===== src/rtl/tcu_pkg.sv =====
package tcu_pkg;

   // pin behaviour codes held in bits 2:1 of a channel configuration word
   typedef enum logic [1:0] {
      OM_LOW    = 2'd0,
      OM_TOGGLE = 2'd1,
      OM_RSTSET = 2'd2,
      OM_LOW2   = 2'd3
   } outmode_t;

   // timer control word bit positions
   localparam int CTL_RUN = 0;
   localparam int CTL_UP  = 1;
   localparam int CTL_CLR = 2;

   // channel configuration word bit positions
   localparam int CFG_IE    = 0;
   localparam int CFG_MODE  = 1;
   localparam int CFG_FCLR  = 3;

endpackage


===== src/rtl/tcu_counter.sv =====
module tcu_counter #(
   parameter int CNT_W = 16
) (
   input  logic             clk,
   input  logic             rst_n,
   input  logic             step,
   input  logic             up,
   input  logic             clr,
   input  logic [CNT_W-1:0] period,
   output logic [CNT_W-1:0] count
);

   logic [CNT_W-1:0] cnt_q;

   always_ff @(posedge clk or negedge rst_n) begin
      if (!rst_n) begin
         cnt_q <= '0;
      end else if (clr) begin
         cnt_q <= '0;
      end else if (step) begin
         if (up && (cnt_q >= period)) begin
            cnt_q <= '0;
         end else begin
            cnt_q <= cnt_q + 1'b1;
         end
      end
   end

   assign count = cnt_q;

endmodule


===== src/rtl/tcu_channel.sv =====
module tcu_channel
   import tcu_pkg::*;
#(
   parameter int CNT_W = 16
) (
   input  logic             clk,
   input  logic             rst_n,
   input  logic             step,
   input  logic [CNT_W-1:0] count,
   input  logic             base_hit,
   input  logic             cmp_we,
   input  logic             cfg_we,
   input  logic             flag_clr,
   input  logic [CNT_W-1:0] wdata,
   output logic [CNT_W-1:0] cmp_o,
   output outmode_t         mode_o,
   output logic             flag_o,
   output logic             out_o,
   output logic             irq,
   output logic             pin
);

   logic [CNT_W-1:0] cmp_q;
   outmode_t         mode_q;
   logic             ie_q;
   logic             flag_q;
   logic             out_q;
   logic             own_hit;

   assign own_hit = step && (count == cmp_q);

   always_ff @(posedge clk or negedge rst_n) begin
      if (!rst_n) begin
         cmp_q  <= '0;
         mode_q <= OM_LOW;
         ie_q   <= 1'b0;
      end else begin
         if (cmp_we) begin
            cmp_q <= wdata;
         end
         if (cfg_we) begin
            ie_q   <= wdata[CFG_IE];
            mode_q <= outmode_t'(wdata[CFG_MODE +: 2]);
         end
      end
   end

   // match has priority over a clear arriving on the same edge
   always_ff @(posedge clk or negedge rst_n) begin
      if (!rst_n) begin
         flag_q <= 1'b0;
      end else if (own_hit) begin
         flag_q <= 1'b1;
      end else if (flag_clr) begin
         flag_q <= 1'b0;
      end
   end

   always_ff @(posedge clk or negedge rst_n) begin
      if (!rst_n) begin
         out_q <= 1'b0;
      end else begin
         unique case (mode_q)
            OM_TOGGLE: if (own_hit) out_q <= ~out_q;
            OM_RSTSET: begin
               if (base_hit) begin
                  out_q <= 1'b1;
               end else if (own_hit) begin
                  out_q <= 1'b0;
               end
            end
            default:   out_q <= 1'b0;
         endcase
      end
   end

   assign irq    = flag_q && ie_q;
   assign pin    = out_q && (mode_q == OM_TOGGLE || mode_q == OM_RSTSET);
   assign cmp_o  = cmp_q;
   assign mode_o = mode_q;
   assign flag_o = flag_q;
   assign out_o  = out_q;

endmodule


===== src/rtl/tcu_top.sv =====
module tcu_top
   import tcu_pkg::*;
#(
   parameter int CNT_W  = 16,
   parameter int N_CH   = 3,
   parameter int ADDR_W = 3
) (
   input  logic              clk,
   input  logic              rst_n,
   input  logic              tick,
   input  logic              wr_en,
   input  logic [ADDR_W-1:0] wr_addr,
   input  logic [CNT_W-1:0]  wr_data,
   output logic [CNT_W-1:0]  count,
   output logic [N_CH-1:0]   irq,
   output logic [N_CH-1:0]   pwm
);

   localparam int N_REG  = 1 + 2 * N_CH;
   localparam int MIN_AW = $clog2(N_REG);

   if (CNT_W < 4) begin : g_bad_cnt_w
      $error("tcu_top: CNT_W must be at least 4 to hold a configuration word");
   end
   if (N_CH < 2) begin : g_bad_n_ch
      $error("tcu_top: N_CH must include channel 0 and one further channel");
   end
   if (ADDR_W < MIN_AW) begin : g_bad_addr_w
      $error("tcu_top: ADDR_W too small for the channel count");
   end

   logic                         run_q;
   logic                         up_q;
   logic                         ctl_we;
   logic                         clr_req;
   logic                         step;
   logic                         base_hit;
   logic [N_CH-1:0][CNT_W-1:0]   ch_cmp;
   logic [N_CH-1:0][1:0]         ch_mode;
   logic [N_CH-1:0]              ch_flag;
   logic [N_CH-1:0]              ch_out;
   logic [N_CH-1:0]              ch_fclr;

   assign ctl_we   = wr_en && (wr_addr == '0);
   assign clr_req  = ctl_we && wr_data[CTL_CLR];
   assign step     = run_q && tick;
   assign base_hit = step && (count == ch_cmp[0]);

   always_ff @(posedge clk or negedge rst_n) begin
      if (!rst_n) begin
         run_q <= 1'b0;
         up_q  <= 1'b0;
      end else if (ctl_we) begin
         run_q <= wr_data[CTL_RUN];
         up_q  <= wr_data[CTL_UP];
      end
   end

   tcu_counter #(.CNT_W(CNT_W)) u_cnt (
      .clk    (clk),
      .rst_n  (rst_n),
      .step   (step),
      .up     (up_q),
      .clr    (clr_req),
      .period (ch_cmp[0]),
      .count  (count)
   );

   for (genvar k = 0; k < N_CH; k++) begin : g_ch
      logic     cmp_we;
      logic     cfg_we;
      outmode_t mode;

      assign cmp_we     = wr_en && (wr_addr == ADDR_W'(1 + 2 * k));
      assign cfg_we     = wr_en && (wr_addr == ADDR_W'(2 + 2 * k));
      assign ch_fclr[k] = cfg_we && wr_data[CFG_FCLR];
      assign ch_mode[k] = mode;

      tcu_channel #(.CNT_W(CNT_W)) u_ch (
         .clk      (clk),
         .rst_n    (rst_n),
         .step     (step),
         .count    (count),
         .base_hit (base_hit),
         .cmp_we   (cmp_we),
         .cfg_we   (cfg_we),
         .flag_clr (ch_fclr[k]),
         .wdata    (wr_data),
         .cmp_o    (ch_cmp[k]),
         .mode_o   (mode),
         .flag_o   (ch_flag[k]),
         .out_o    (ch_out[k]),
         .irq      (irq[k]),
         .pin      (pwm[k])
      );
   end

endmodule


===== config.mk =====
export PLATFORM = sky130hd
export DESIGN_NAME = tcu_top
export DESIGN_NICKNAME = d
export VERILOG_FILES = /design/src/rtl/tcu_pkg.sv /design/src/rtl/tcu_counter.sv /design/src/rtl/tcu_channel.sv /design/src/rtl/tcu_top.sv
export SDC_FILE = /design/constraint.sdc
export NUM_CORES = 1
export LEC_CHECK = 0
export BUFFER_PORTS_ARGS = -buffer_cell sky130_fd_sc_hd__buf_2
export CAP_MARGIN = 20
export CELL_PAD_IN_SITES_DETAIL_PLACEMENT = 0
export CELL_PAD_IN_SITES_GLOBAL_PLACEMENT = 1
export CORE_AREA = 2 2 90 179
export CTS_CLUSTER_DIAMETER = 100
export DETAILED_ROUTE_END_ITERATION = 12
export DIE_AREA = 0 0 92 181
export HOLD_SLACK_MARGIN = 0.02
export PLACE_DENSITY = 0.63
export SLEW_MARGIN = 20
export SYNTH_ARGS = -nofsm -noshare
export SYNTH_HDL_FRONTEND = slang
export SYNTH_HIERARCHICAL = 1
export SYNTH_SLANG_ARGS = --single-unit

===== constraint.sdc =====
create_clock -name clk -period 2.6 [get_ports clk]
set_input_delay 0.52 -clock clk [delete_from_list [all_inputs] [get_ports clk]]
set_output_delay 0.52 -clock clk [all_outputs]
set_load 0.02 [all_outputs]

==> impl_metrics.tcl <==
set metrics [dict create \
    ys_ff_latch 81 \
    antenna_found_initial 0 \
    tritoncts "built" \
    setup_tns_ns 0 \
    ys_seq_area_share_pct 43.37 \
    final_nets 536 \
    cts.path.max_buffers 2 \
    drive_gt1_share_pct 29.70 \
    clockRootBuffer "clkbuf_16" \
    finalCritPeriodShare_pct 92.26 \
    clkTransAtPathRegs_ns 0.06 \
    ant_nets 0 \
    leakagePower_uw 0.002566 \
    max_freq_mhz 416.9 \
    tightest_slew_ns 0.5950 \
    wl_met2_um 7078 \
    hold_path_class "in -> async" \
    ys.flop_type "dfrtp_1" \
    path_class "reg -> reg" \
    rr_startpoint "g_ch[0].u_ch/cmp_o[13]" \
    yosys_warnings 6 \
    clkLatencyLatePin_ns 0.35 \
    final_hold_viol_count 0 \
    grt_first_pass_wirelength_um 19870 \
    grt_max_degree 50 \
    drc 0 \
    drt_iter0_drc 185 \
    ir_worst_vdd_v 0.0003014 \
    cts_buffers 9 \
    synth-async-reset-ratio_pct 100.0 \
    dieArea_sq_um 16650 \
    slew_viol_final 0 \
    cts.sinks 81 \
    ios 45 \
    htree_num_levels 3 \
    netlist.top_cell.by_area "dfrtp_1" \
    crit_fanout 14 \
    dieWidth_um 92 \
    setup.worst_path.end_class "register" \
    firstDrtPassIters 4 \
    finalSetupViolations 0 \
    fin_crit_ns 2.399 \
    required_ns 2.81 \
    m1WireLength_um 4311 \
    synthesis.nets 469 \
    route.met3.wl_um 361 \
    crit_arrival_ns 2.61 \
    via_per_inst 4.772 \
    grt_pass1_vias 3621 \
    syn_inst 423 \
    status "finished, final reports clean" \
    synth_edf_count 0 \
    wirelength_um 12460 \
    synth_area_per_cell_sq_um 11.05 \
    rows 64 \
    holdBufCountCts 0 \
    avgRoutedWirePerCell_um 17.97 \
    fillers 1564 \
    grt_use_total_pct 16.03 \
    start_util_pct 30.72 \
    overflow 0 \
    r2r_cells 7 \
    total_power_uw 4250 \
    routabilityCongestion 0.8208 \
    powerDensity_nw_per_um2 766.9 \
    reg2reg_to "u_cnt/count[7]" \
    syn_to_final_growth_pct 18.58 \
    synth_top_cell_area_share_pct 43.37 \
    yosys-top-cells-area "dfrtp_1 43%, mux2_2 13%, xor2_1 9.0%" \
    finClkSkew_ns 0.01044 \
    start_kind "register" \
    die-height_um 181 \
    place_ws_ns 0.1884 \
    ys_types 42 \
    final_cell_mix "81 x dfrtp_1, 53 x mux2_2, 48 x xor2_1, 43 x buf_2, 29 x xnor2_1" \
    highest_layer "met4" \
    rsz0062_at_grt "false" \
    max_cap_violations 0 \
    antenna_cells 0 \
    coreArea_sq_um 15210 \
    port_buffers 44 \
    vias 3307 \
    final_common_cell "dfrtp_1" \
    fin_ws_ns 0.2013 \
    startpoint "g_ch[0].u_ch/cmp_o[13]" \
    hpwl_um 9859 \
    holdWs_ns 0.1124 \
    postCtsSetupBuffers 0 \
    cts_resized 0 \
    synth_area_sq_um 4673 \
    maxSlewHeadroom_pct 59.97 \
    critPathCapture "u_cnt/count[7]" \
    rrSetupSlack_ns 0.20 \
]
==> state kept, by name (all words and copies together), names as in the netlist <==
register / count
u_cnt/count: 16
g_ch.u_ch/out_o: 3
g_ch.u_ch/mode_o: 6
g_ch.u_ch/flag_o: 3
g_ch.u_ch/cmp_o: 48
run_q: 1
up_q: 1
g_ch.u_ch/ie_q: 3
==> stage by stage <==
stage	cells	utilization (%)	area, sq um
final	693	36.42	5542
after CTS	693	36.42	5542
after floorplan	423	-	4673
after detailed placement	677	34.59	5263
after global placement	677	34.59	5263
after global routing	693	36.42	5542
==> how the worst min path moves through the flow <==
stage                       startpoint                      to  slack [ns]  cells after the start
global placement    g_ch[2].u_ch/out_o      g_ch[2].u_ch/out_o        0.48                      1
floorplan                        rst_n   g_ch[0].u_ch/cmp_o[0]        0.22                      0
finish                           rst_n  g_ch[2].u_ch/cmp_o[10]        0.11                      1
global route                     rst_n  g_ch[2].u_ch/cmp_o[10]        0.13                      1
CTS                              rst_n  g_ch[2].u_ch/cmp_o[10]        0.12                      1
detailed placement  g_ch[2].u_ch/out_o      g_ch[2].u_ch/out_o        0.49                      1
==> layer usage <==
layer | global-route usage (%) | vias to the layer above
met3 | 3.044 | 28
met5 | 0 | -
met4 | 10.39 | 0
met1 | 15.11 | 1602
li1 | - | 1606
met2 | 30.50 | 71
==> cells in the mapped netlist (5+ instances only) <==
cell and instances:
dfrtp_1 81, mux2_2 53, xor2_1 48, xnor2_1 29, inv_1 26, nand2_1 25, ha_1 23, nor3_1 21
nor2_1 13, nor4_1 12, nand4_1 11, nor2b_1 8, o22ai_1 8, and2_1 6, o21ai_0 6, a21oi_1 5
nand2b_1 5, nand3_1 5
==> cells by family (layout without fill, tap and decap cells) <==
group / Yosys count / after routing / share of synthesized area, %
AO/OA/AOI/OAI: 28 / 28 / 4.578
XOR/XNOR: 77 / 77 / 14.43
adder cells (fa/ha/maj): 23 / 23 / 6.158
buffers and inverters: 36 / 108 / 3.346
flip-flops: 81 / 81 / 43.37
multiplexers: 58 / 58 / 13.92
AND/OR/NAND/NOR: 120 / 120 / 14.19
==> layout make-up <==
type / count / area [sq um] / area share (%)
clock inverter: 6 / 50.05 / 0.9031
sequential: 81 / 2027 / 36.58
inverter: 26 / 97.59 / 1.761
clock buffer: 10 / 229.0 / 4.132
timing repair buffer: 66 / 400.4 / 7.225
tap: 198 / 247.7 / 4.471
multi-input combinational: 306 / 2490 / 44.93
==> where the power goes <==
group          internal [uW]  leakage [uW]  switching (uW)
sequential              1520       0.00101             307
combinational            607       0.00143             623
clock                    657      0.000130             536
==> worst max-delay path: stages, from the launching register on <==
cell	delay, ns
dfrtp_1	0.46
inv_1	0.07
ha_1	0.32
nand4_2	0.14
nor3_2	0.20
or4b_4	0.50
a31oi_4	0.45
nor3_1	0.11
No activity file was read; power rests on OpenSTA's default activity.
